**config.mk**
```make
export PLATFORM = sky130hd
export DESIGN_NAME = regframe_alloc
export DESIGN_NICKNAME = d
export VERILOG_FILES = /design/src/rtl/regframe_pkg.sv /design/src/rtl/regframe_mstack.sv /design/src/rtl/regframe_xlat.sv /design/src/rtl/regframe_alloc.sv
export SDC_FILE = /design/constraint.sdc
export NUM_CORES = 1
export LEC_CHECK = 0
export BUFFER_PORTS_ARGS = -buffer_cell sky130_fd_sc_hd__buf_2
export CAP_MARGIN = 30
export CORE_MARGIN = 8
export CORE_UTILIZATION = 62
export DETAILED_ROUTE_END_ITERATION = 16
export HOLD_SLACK_MARGIN = 0.06
export PLACE_DENSITY_LB_ADDON = 0.15
export SYNTH_ARGS = -nofsm -noshare
export SYNTH_HDL_FRONTEND = slang
export SYNTH_SLANG_ARGS = --single-unit
```
**constraint.sdc**
```tcl
create_clock -name clk -period 6.9 [get_ports clk]
set_clock_uncertainty 0.1 [all_clocks]
set_input_delay 1.725 -clock clk [delete_from_list [all_inputs] [get_ports clk]]
set_output_delay 1.725 -clock clk [all_outputs]
set_load 0.02 [all_outputs]
```
**src/rtl/regframe_pkg.sv**
```systemverilog
package regframe_pkg;
  typedef enum logic [1:0] {
    OP_NONE  = 2'b00,
    OP_ALLOC = 2'b01,
    OP_CALL  = 2'b10,
    OP_RET   = 2'b11
  } rf_op_e;

  typedef enum logic [1:0] {
    ST_RUN   = 2'b00,
    ST_SPILL = 2'b01,
    ST_FILL  = 2'b10
  } rf_state_e;

  localparam int MAX_FRAME = 96;
  localparam int FW        = 7;
endpackage

```
**src/rtl/regframe_mstack.sv**
```systemverilog
module regframe_mstack #(
  parameter int DEPTH = 4,
  parameter int W     = 21
) (
  input  logic         clk,
  input  logic         rst_n,
  input  logic         push,
  input  logic         pop,
  input  logic [W-1:0] din,
  output logic [W-1:0] dout,
  output logic         full,
  output logic         empty
);
  localparam int PW = $clog2(DEPTH + 1);
  localparam int IW = (DEPTH > 1) ? $clog2(DEPTH) : 1;

  logic [W-1:0]  slot [DEPTH];
  logic [PW-1:0] cnt_q, cnt_d;
  logic [PW-1:0] top_i;

  assign full  = (cnt_q == PW'(DEPTH));
  assign empty = (cnt_q == '0);
  assign top_i = cnt_q - PW'(1);
  assign dout  = slot[top_i[IW-1:0]];

  always_comb begin
    cnt_d = cnt_q;
    if (push && !full)       cnt_d = cnt_q + PW'(1);
    else if (pop && !empty)  cnt_d = cnt_q - PW'(1);
  end

  always_ff @(posedge clk or negedge rst_n) begin
    if (!rst_n) cnt_q <= '0;
    else        cnt_q <= cnt_d;
  end

  always_ff @(posedge clk) begin
    if (push && !full) slot[cnt_q[IW-1:0]] <= din;
  end
endmodule

```
**src/rtl/regframe_xlat.sv**
```systemverilog
module regframe_xlat #(
  parameter int POOL = 128,
  parameter int PBW  = 7,
  parameter int FW   = 7
) (
  input  logic [PBW-1:0] base,
  input  logic [FW-1:0]  sof,
  input  logic [6:0]     lreg,
  output logic [PBW-1:0] preg,
  output logic           err
);
  localparam logic [PBW:0] POOL_W = (PBW+1)'(POOL);

  logic [6:0]   off;
  logic [PBW:0] sum;
  logic         in_frame;

  assign off      = lreg - 7'd32;
  assign in_frame = (lreg >= 7'd32) && ({1'b0, off} < {1'b0, sof});
  assign sum      = (PBW+1)'(base) + (PBW+1)'(off);
  assign preg     = (sum >= POOL_W) ? PBW'(sum - POOL_W) : PBW'(sum);
  assign err      = !in_frame;
endmodule

```
**src/rtl/regframe_alloc.sv**
```systemverilog
module regframe_alloc #(
  parameter int POOL  = 128,
  parameter int DEPTH = 4,
  localparam int PBW  = $clog2(POOL)
) (
  input  logic           clk,
  input  logic           rst_n,
  input  logic           op_valid,
  input  logic [1:0]     op_code,
  input  logic [6:0]     op_locals,
  input  logic [6:0]     op_outs,
  output logic           busy,
  output logic           op_err,
  output logic           spill_req,
  output logic [6:0]     spill_cnt,
  input  logic           spill_ack,
  output logic           fill_req,
  output logic [6:0]     fill_cnt,
  input  logic           fill_ack,
  input  logic [6:0]     lreg,
  output logic [PBW-1:0] preg,
  output logic           xlat_err,
  output logic [6:0]     frame_size
);
  import regframe_pkg::*;

  localparam int CW = $clog2(POOL + 1);
  localparam int MW = PBW + 2 * FW;
  localparam logic [PBW:0] POOL_B = (PBW+1)'(POOL);
  localparam logic [CW:0]  POOL_C = (CW+1)'(POOL);

  rf_state_e      state_q, state_d;
  logic [PBW-1:0] base_q, base_d, pbase_q, pbase_d;
  logic [FW-1:0]  sol_q, sol_d, psol_q, psol_d;
  logic [FW-1:0]  sof_q, sof_d, psof_q, psof_d;
  logic [CW-1:0]  below_q, below_d, pbelow_q, pbelow_d;
  logic [FW-1:0]  cnt_q, cnt_d;
  logic           err_q, err_d;

  logic           push, pop, st_full, st_empty;
  logic [MW-1:0]  mk_in, mk_out;
  logic [PBW-1:0] c_base;
  logic [FW-1:0]  c_sol, c_sof;
  logic [7:0]     tot;
  logic [CW:0]    need;
  logic [PBW:0]   bsum;
  rf_op_e         op;

  assign op    = rf_op_e'(op_code);
  assign mk_in = {base_q, sol_q, sof_q};
  assign {c_base, c_sol, c_sof} = mk_out;
  assign tot   = {1'b0, op_locals} + {1'b0, op_outs};
  assign need  = (CW+1)'(below_q) + (CW+1)'(tot);
  assign bsum  = (PBW+1)'(base_q) + (PBW+1)'(sol_q);

  regframe_mstack #(.DEPTH(DEPTH), .W(MW)) u_mstack (
    .clk(clk), .rst_n(rst_n), .push(push), .pop(pop),
    .din(mk_in), .dout(mk_out), .full(st_full), .empty(st_empty)
  );

  regframe_xlat #(.POOL(POOL), .PBW(PBW), .FW(FW)) u_xlat (
    .base(base_q), .sof(sof_q), .lreg(lreg), .preg(preg), .err(xlat_err)
  );

  always_comb begin
    state_d  = state_q;
    base_d   = base_q;   sol_d  = sol_q;  sof_d  = sof_q;  below_d  = below_q;
    pbase_d  = pbase_q;  psol_d = psol_q; psof_d = psof_q; pbelow_d = pbelow_q;
    cnt_d    = cnt_q;
    err_d    = 1'b0;
    push     = 1'b0;
    pop      = 1'b0;
    unique case (state_q)
      ST_RUN: if (op_valid) begin
        unique case (op)
          OP_ALLOC: begin
            if (tot > 8'(MAX_FRAME)) begin
              err_d = 1'b1;
            end else if (need > POOL_C) begin
              pbase_d  = base_q;
              psol_d   = op_locals;
              psof_d   = FW'(tot);
              cnt_d    = FW'(need - POOL_C);
              pbelow_d = CW'(POOL_C - (CW+1)'(tot));
              state_d  = ST_SPILL;
            end else begin
              sol_d = op_locals;
              sof_d = FW'(tot);
            end
          end
          OP_CALL: begin
            if (st_full) begin
              err_d = 1'b1;
            end else begin
              push    = 1'b1;
              base_d  = (bsum >= POOL_B) ? PBW'(bsum - POOL_B) : PBW'(bsum);
              below_d = below_q + CW'(sol_q);
              sof_d   = sof_q - sol_q;
              sol_d   = '0;
            end
          end
          OP_RET: begin
            if (st_empty) begin
              err_d = 1'b1;
            end else begin
              pop = 1'b1;
              if (below_q >= CW'(c_sol)) begin
                base_d  = c_base;
                sol_d   = c_sol;
                sof_d   = c_sof;
                below_d = below_q - CW'(c_sol);
              end else begin
                pbase_d  = c_base;
                psol_d   = c_sol;
                psof_d   = c_sof;
                pbelow_d = '0;
                cnt_d    = c_sol - FW'(below_q);
                state_d  = ST_FILL;
              end
            end
          end
          default: ;
        endcase
      end
      ST_SPILL, ST_FILL: begin
        if ((state_q == ST_SPILL && spill_ack) || (state_q == ST_FILL && fill_ack)) begin
          base_d  = pbase_q;
          sol_d   = psol_q;
          sof_d   = psof_q;
          below_d = pbelow_q;
          state_d = ST_RUN;
        end
      end
      default: state_d = ST_RUN;
    endcase
  end

  always_ff @(posedge clk or negedge rst_n) begin
    if (!rst_n) begin
      state_q  <= ST_RUN;
      base_q   <= '0;
      sol_q    <= '0;
      sof_q    <= '0;
      below_q  <= '0;
      pbase_q  <= '0;
      psol_q   <= '0;
      psof_q   <= '0;
      pbelow_q <= '0;
      cnt_q    <= '0;
      err_q    <= 1'b0;
    end else begin
      state_q  <= state_d;
      base_q   <= base_d;
      sol_q    <= sol_d;
      sof_q    <= sof_d;
      below_q  <= below_d;
      pbase_q  <= pbase_d;
      psol_q   <= psol_d;
      psof_q   <= psof_d;
      pbelow_q <= pbelow_d;
      cnt_q    <= cnt_d;
      err_q    <= err_d;
    end
  end

  assign busy       = (state_q != ST_RUN);
  assign op_err     = err_q;
  assign spill_req  = (state_q == ST_SPILL);
  assign fill_req   = (state_q == ST_FILL);
  assign spill_cnt  = spill_req ? cnt_q : '0;
  assign fill_cnt   = fill_req  ? cnt_q : '0;
  assign frame_size = sof_q;
endmodule

```
## Word level (Yosys, flattened, before mapping)

Memories as Yosys holds them, arrays and structs flattened.
Cells that the tools add are included.

| storage, ports and cells | value |
|---|---|
| register bits | 71 |
| RAM bits | 84 |
| output and inout bits | 33 |
| logic and storage cells | 164 |
| memories kept | 1 |

Memory list:

| name | depth | width | rd ports | clocked after Yosys merged registers in | write ports | RTL line | source |
|---|---|---|---|---|---|---|---|
| u_mstack.slot | 4 | 21 | 1 | 0 | 1 | regframe_mstack.sv:17 | `logic [W-1:0] slot [DEPTH];` |

| cells by class | value |
|---|---|
| $add $sub $neg | 15 |
| $lt $le $gt $ge | 7 |
| eq/ne operators | 22 |
| multiplexer cells | 87 |
| reduce and logical (&&, ||, !) cells | 20 |

Operator list:

| cell | number |
|---|---|
| $mux W7 | 39 |
| $pmux W7 S2 | 8 |
| $mux W8 | 9 |
| $pmux W8 S2 | 3 |
| $pmux W7 S3 | 2 |
| $add A7 B7 Y8 | 3 |
| $ne A3 B3 Y1 const B | 7 |
| $reduce_and A7 Y1 | 3 |
| $sub A7 B1 Y7 const B | 3 |
| $ge A8 B8 Y1 const B | 2 |
| $mux W1 | 15 |
| $sub A7 B7 Y7 | 2 |
| $mux W2 | 6 |
| $ne A2 B2 Y1 const B | 6 |
| $add A8 B8 Y9 | 1 |
| $gt A9 B8 Y1 const B | 1 |
| $reduce_and A9 Y1 | 1 |
| $add A8 B7 Y8 | 1 |
| $ge A8 B7 Y1 | 1 |
| $gt A8 B7 Y1 const B | 1 |
| $pmux W2 S2 | 2 |
| $reduce_bool A2 Y1 | 4 |
| $sub A8 B7 Y8 | 1 |
| $sub A8 B8 Y8 const A | 1 |
| 18 further kinds | 29 |

## Longest topological paths before layout

| logic depth | value |
|---|---|
| word-level depth | 8 |
| mapped depth | 19 |
| mapped depth without buffers | 17 |

## Cells and area by module

A second synthesis with hierarchy kept.

| second synthesis, totals | value |
|---|---|
| cells, all modules | 837 |
| area total of the unflattened synthesis | 9745.6 µm² |

Modules (own cells, without submodules):

| module | times used | cells an instance | area each (µm²) | seq. area each (µm²) |
|---|---|---|---|---|
| regframe_alloc | 1 | 645 | 5983.2 | 1701.6 |
| regframe_mstack | 1 | 141 | 3348.2 | 2597.5 |
| regframe_xlat | 1 | 51 | 414.1 | 0.0 |

## Worst setup path before layout

OpenSTA, ideal clock, no wires.

| timing | value |
|---|---|
| kind | input port to flip-flop |
| from | input op_locals[0] |
| to | register cnt_q[0] |
| library setup time | 125 ps |
| arrival | 5231 ps |
| setup slack | 1444 ps |
| cell stages on the path | 17 |
| path buffers | 1 |
| cell sequence | ha_1 -> inv_1 -> fa_1 -> nand2b_1 -> a21oi_1 -> mux2i_1 -> nor2_1 -> inv_1 -> ha_1 -> or3b_1 -> o211ai_1 -> a211oi_1 -> a311oi_2 -> o221ai_2 -> a2111oi_4 -> buf_6 -> mux2_2 |

| between the ends | value |
|---|---|
| longest elaborated chain between the ends | 6 |

Ends and longest elaborated chain:

| item | RTL line | source |
|---|---|---|
| start, declared | regframe_alloc.sv:10 | `input logic [6:0] op_locals,` |
| $add A7 B7 Y8 * | regframe_alloc.sv:52 | `assign tot = {1'b0, op_locals} + {1'b0, op_outs};` |
| $add A8 B8 Y9 | regframe_alloc.sv:53 | `assign need = (CW+1)'(below_q) + (CW+1)'(tot);` |
| $sub A7 B1 Y7 | regframe_alloc.sv:83 | `cnt_d = FW'(need - POOL_C);` |
| $mux W7 | regframe_alloc.sv:79 | `end else if (need > POOL_C) begin` |
| $mux W7 | regframe_alloc.sv:77 | `if (tot > 8'(MAX_FRAME)) begin` |
| $pmux W7 S2 | regframe_alloc.sv:75 | `unique case (op)` |
| end signal, assigned | regframe_alloc.sv:161 | `cnt_q <= cnt_d;` |
| end, declared | regframe_alloc.sv:37 | `logic [FW-1:0] cnt_q, cnt_d;` |

Every way passes the cells marked *; elsewhere a longest branch is shown, timed or not. The select of a mux whose other input is x is not followed.
A chain may end at the register's enable or synchronous reset.

## Final worst setup path

| timing | value |
|---|---|
| from | input op_locals[0] |
| to | register pbase_q[4] |

| between the ends | value |
|---|---|
| longest elaborated chain between the ends | 5 |

Ends and longest elaborated chain:

| item | RTL line | source |
|---|---|---|
| $add A7 B7 Y8 * | regframe_alloc.sv:52 |  |
| $add A8 B8 Y9 | regframe_alloc.sv:53 |  |
| $gt A9 B8 Y1 | regframe_alloc.sv:79 |  |
| $ne A2 B2 Y1 (no source line) | n/a |  |
| $reduce_and A7 Y1 (no source line) * | n/a |  |
| end signal, assigned | regframe_alloc.sv:157 | `pbase_q <= pbase_d;` |
| end, declared | regframe_alloc.sv:33 | `logic [PBW-1:0] base_q, base_d, pbase_q, pbase_d;` |

Every way passes the cells marked *; elsewhere a longest branch is shown, timed or not.

==> PnR_summary.wiki <==
{| class="wikitable"
! Metric !! Value
|-
| Outcome || finished clean
|-
| CP Launch Type || primary input
|-
| Summed negative setup slack over all endpoints || 0 ns
|-
| Die boundary height || 139.2 um
|-
| Number of cells produced by synthesis || 877
|-
| Count of state elements after synthesis || 155
|-
| Worst Path Class, Setup || primary input to flip-flop
|-
| First-pass GRT wire length || 38390 um
|-
| Overall via count from detail_route || 6974
|-
| Post-route cell area || 10570 um^2
|-
| Largest fanout of any net on the critical path || 28
|-
| Dpl cells || 1103
|-
| Worst-path clk slew || 0.07 ns
|-
| Global-route layer with the greatest usage || met2
|-
| Buffer type at the clock tree root || sky130_fd_sc_hd__clkbuf_16
|-
| Leading cell types by count after synthesis || sky130_fd_sc_hd__a21oi_1, sky130_fd_sc_hd__edfxtp_1, sky130_fd_sc_hd__nor2_1, sky130_fd_sc_hd__ha_1, sky130_fd_sc_hd__dfrtp_1
|-
| Yosys top cell by area || sky130_fd_sc_hd__edfxtp_1
|-
| FP Rows || 45
|-
| Met1 Usage GRT || 0.3247
|-
| Core region area || 15030 um^2
|-
| Per-cell routed wire length || 20.82 um
|-
| Post-route minimum period || 5.756 ns
|-
| Critical Path AT || 6.01 ns
|-
| Buffers inserted by post-CTS timing repair || 0
|-
| Starting DRC count in detailed routing || 565
|-
| Growth of design area from synthesis to finish || 12.41%
|-
| Share of the synthesized area in the top cell type || 0.2682
|-
| GR met2 Demand/Resource || 0.4211
|-
| Synth Net Count || 988
|-
| Critical path endpoint category || flip-flop
|-
| Initial antenna violation count || 0
|-
| Final GP Congestion || 0.9029
|-
| DR vias/cell || 6.134
|-
| Synthesized-area fraction occupied by ao, oa, aoi and oai cells || 0.1665
|-
| Vias in the first global route || 7217
|-
| Number of different library cells in the post-synthesis netlist || 67
|-
| Max-cap violations || 0
|-
| Ordered cell list for the critical path || buf_2 > ha_1 > inv_1 > fa_1 > nand2b_1 > a21oi_1 > mux2i_1 > nor2_1 > inv_1 > ha_1 > or3b_1 > o211ai_1 > a211oi_1 > a311oi_2 > o221ai_2 > a2111oi_4 > buf_4 > nor2_1 > a31oi_1
|-
| Leakage component of the power || 0.004549 uW
|-
| Setup violations, final || 0
|-
| Routed Wire Length || 23670 um
|-
| Worst path slowest cell || sky130_fd_sc_hd__a2111oi_4
|-
| First-pass DRT Iterations || 5
|-
| Post-layout net count || 1047
|-
| Pin count of the biggest net entering global routing || 72
|-
| Total DRC errors in the routed layout || 0
|-
| Maximum level of the CTS H-tree || 4
|-
| Total I/O pin count || 61
|-
| Initial cell density of the core || 0.6257
|-
| Worst setup path startpoint || op_locals[0]
|-
| Post-synthesis share of cell area spent on xor and xnor gates || 0.03631
|-
| Max-Slew Margin vs Limit || 0.4450
|-
| Multi-input gate area || 4682 um^2
|-
| Cell with the most instances after synthesis || sky130_fd_sc_hd__a21oi_1
|-
| Slowest cell delay on critical path || 0.62 ns
|-
| Slew at the pin closest to its max-slew limit || 0.8320 ns
|-
| PortBufs || 60
|-
| Post-synthesis adder-cell area fraction || 0.1168
|-
| PostCTS Resize Cnt || 0
|-
| Data required time of the worst path || 7.15 ns
|-
| Half-perimeter wire length after placement || 16860 um
|-
| Post-Layout Cell Count || 1137
|-
| Clock buffer depth || 2
|-
| Fraction of layout cells with a size suffix above 1 || 0.1686
|-
| TritonCTS Buffers || 17
|-
| Synthesized area per cell || 10.73 um^2
|-
| Antenna Diode Count || 0
|-
| Mapped cell area || 9407 um^2
|-
| Hold buffers post-CTS || 0
|-
| Overall die area || 19370 um^2
|-
| TritonCTS sink count || 155
|-
| DP Worst Slack || 0.7618 ns
|-
| Power density cells || 536.9 nW/um^2
|-
| Fillers || 1079
|-
| Die outline width || 139.2 um
|-
| Antenna-violating nets left || 0
|-
| Crit Reg-Reg Startpoint || u_mstack.cnt_q[1]
|-
| Leading cell types by total area after synthesis || sky130_fd_sc_hd__edfxtp_1, sky130_fd_sc_hd__dfrtp_1, sky130_fd_sc_hd__ha_1
|-
| FMAX || 173.7 MHz
|-
| Hold path start || pbelow_q[3]
|-
| CTS tree || done
|-
| Final Max Slew Viols || 0
|-
| Clock latency on the worst-skew pair || 0.43 ns
|-
| Worst setup margin || 1.144 ns
|-
| Overflow left after global routing || 0
|-
| Number of flops mapped to enable cells by yosys || 84
|-
| Warning count from the yosys run || 0
|-
| Final Cycle Share || 0.8342
|-
| Combinational family with the most area after synthesis || compound AO/OA/AOI/OAI gates
|-
| Synth Area in Simple Gates || 0.1047
|-
| Synth async-reset ratio || 0.4581
|-
| Worst-case vdd ir drop || 0.2920 mV
|-
| Path category of the worst min-delay check || flip-flop to flip-flop
|-
| Share of the yosys chip area belonging to registers || 0.4570
|-
| Register-to-Register Setup Slack || 2.13 ns
|-
| Storage element area || 4299 um^2
|-
| Mux cell area share after synthesis || 0.07249
|-
| Global-route usage over all layers || 0.2542
|-
| Final hold viol count || 0
|-
| Placement-stage cell area || 9951 um^2
|-
| Unrepaired setup endpoints after global routing || no
|-
| Met3 Track Usage GR || 0.05680
|-
| Most used flip-flop cell after synthesis || sky130_fd_sc_hd__edfxtp_1
|}
==> sequential cells by signal, indices dropped and copies added, names as in the netlist, 2 cells and up <==
signal          flops
base_q              7
pbase_q             7
frame_size          7
u_mstack.slot      84
psol_q              7
below_q             8
pbelow_q            8
sol_q               7
state_q             2
psof_q              7
u_mstack.cnt_q      3
cnt_q               7
==> per-layer routing <==
layer  up-vias  share of wire
li1       3276              -
met1      3415           0.43
met2       237           0.48
met3        46          0.062
met4         0          0.024
met5         -              0
==> report_power, final <==
part	switching, uW	internal [uW]
combinational	1820	1350
clock	416	509
sequential	285	1290
total	2520	3150
==> area by class of cell <==
class,count,area share
Timing Repair Buffer,79,0.04970
Tap cell,188,0.02225
Inverter,67,0.02378
Multi-Input combinational cell,616,0.4428
Sequential cell,155,0.4066
Clock buffer,17,0.04023
Clock inverter,15,0.01467
==> cell families after synthesis <==
family / count (synthesis)
xor gates and xnor gates: 39
DFF: 155
AOI/OAI and AO/OA: 242
buffers and inverters: 106
and+or+nand+nor: 211
muxes: 41
adders and majority gates: 83
==> layout by cell type, fill, tap and decap left out, drive strengths merged, types with 9 or more instances in the layout <==
master,n
xnor2,27
dfrtp,71
clkbuf,17
nand3,9
o21bai,10
a21oi,95
nand2b,9
nor2,79
inv,74
a31oi,13
o21ai,44
a21o,16
mux2i,13
nand2,54
o211ai,9
xor2,12
ha,75
and2,23
a211oi,14
mux4,21
edfxtp,84
buf,79
==> stage by stage <==
stage          hold WS (ns)  power, uW    util
3_5_place_dp         0.3925       4706  0.6619
6_report             0.4114       5677  0.7034
5_1_grt              0.4406       6099  0.7034
4_1_cts              0.4123       5651  0.7005
2_1_floorplan        0.3561       3878       -
3_3_place_gp         0.3965       4567  0.6583
==> critical path: cells and delay by family <==
family / cells / cell delay (ns)
AND/OR/NAND/NOR: 4 / 0.84
AO/OA/AOI/OAI: 7 / 1.60
multiplexers: 1 / 0.09
adder cells (fa/ha/maj): 3 / 0.99
buffers and inverters: 4 / 0.74
==> path summary, 6_finish.rpt <==
path                          endpoint  depth (start not counted)
setup / recovery            pbase_q[4]                         19
hold / removal             pbelow_q[3]                          2
setup reg to reg            below_q[7]                         13
hold reg to reg            pbelow_q[3]                          2
max in group asynchronous    psof_q[3]                          2
min in group asynchronous    base_q[5]                          1
(Power assumes the default switching activity.)
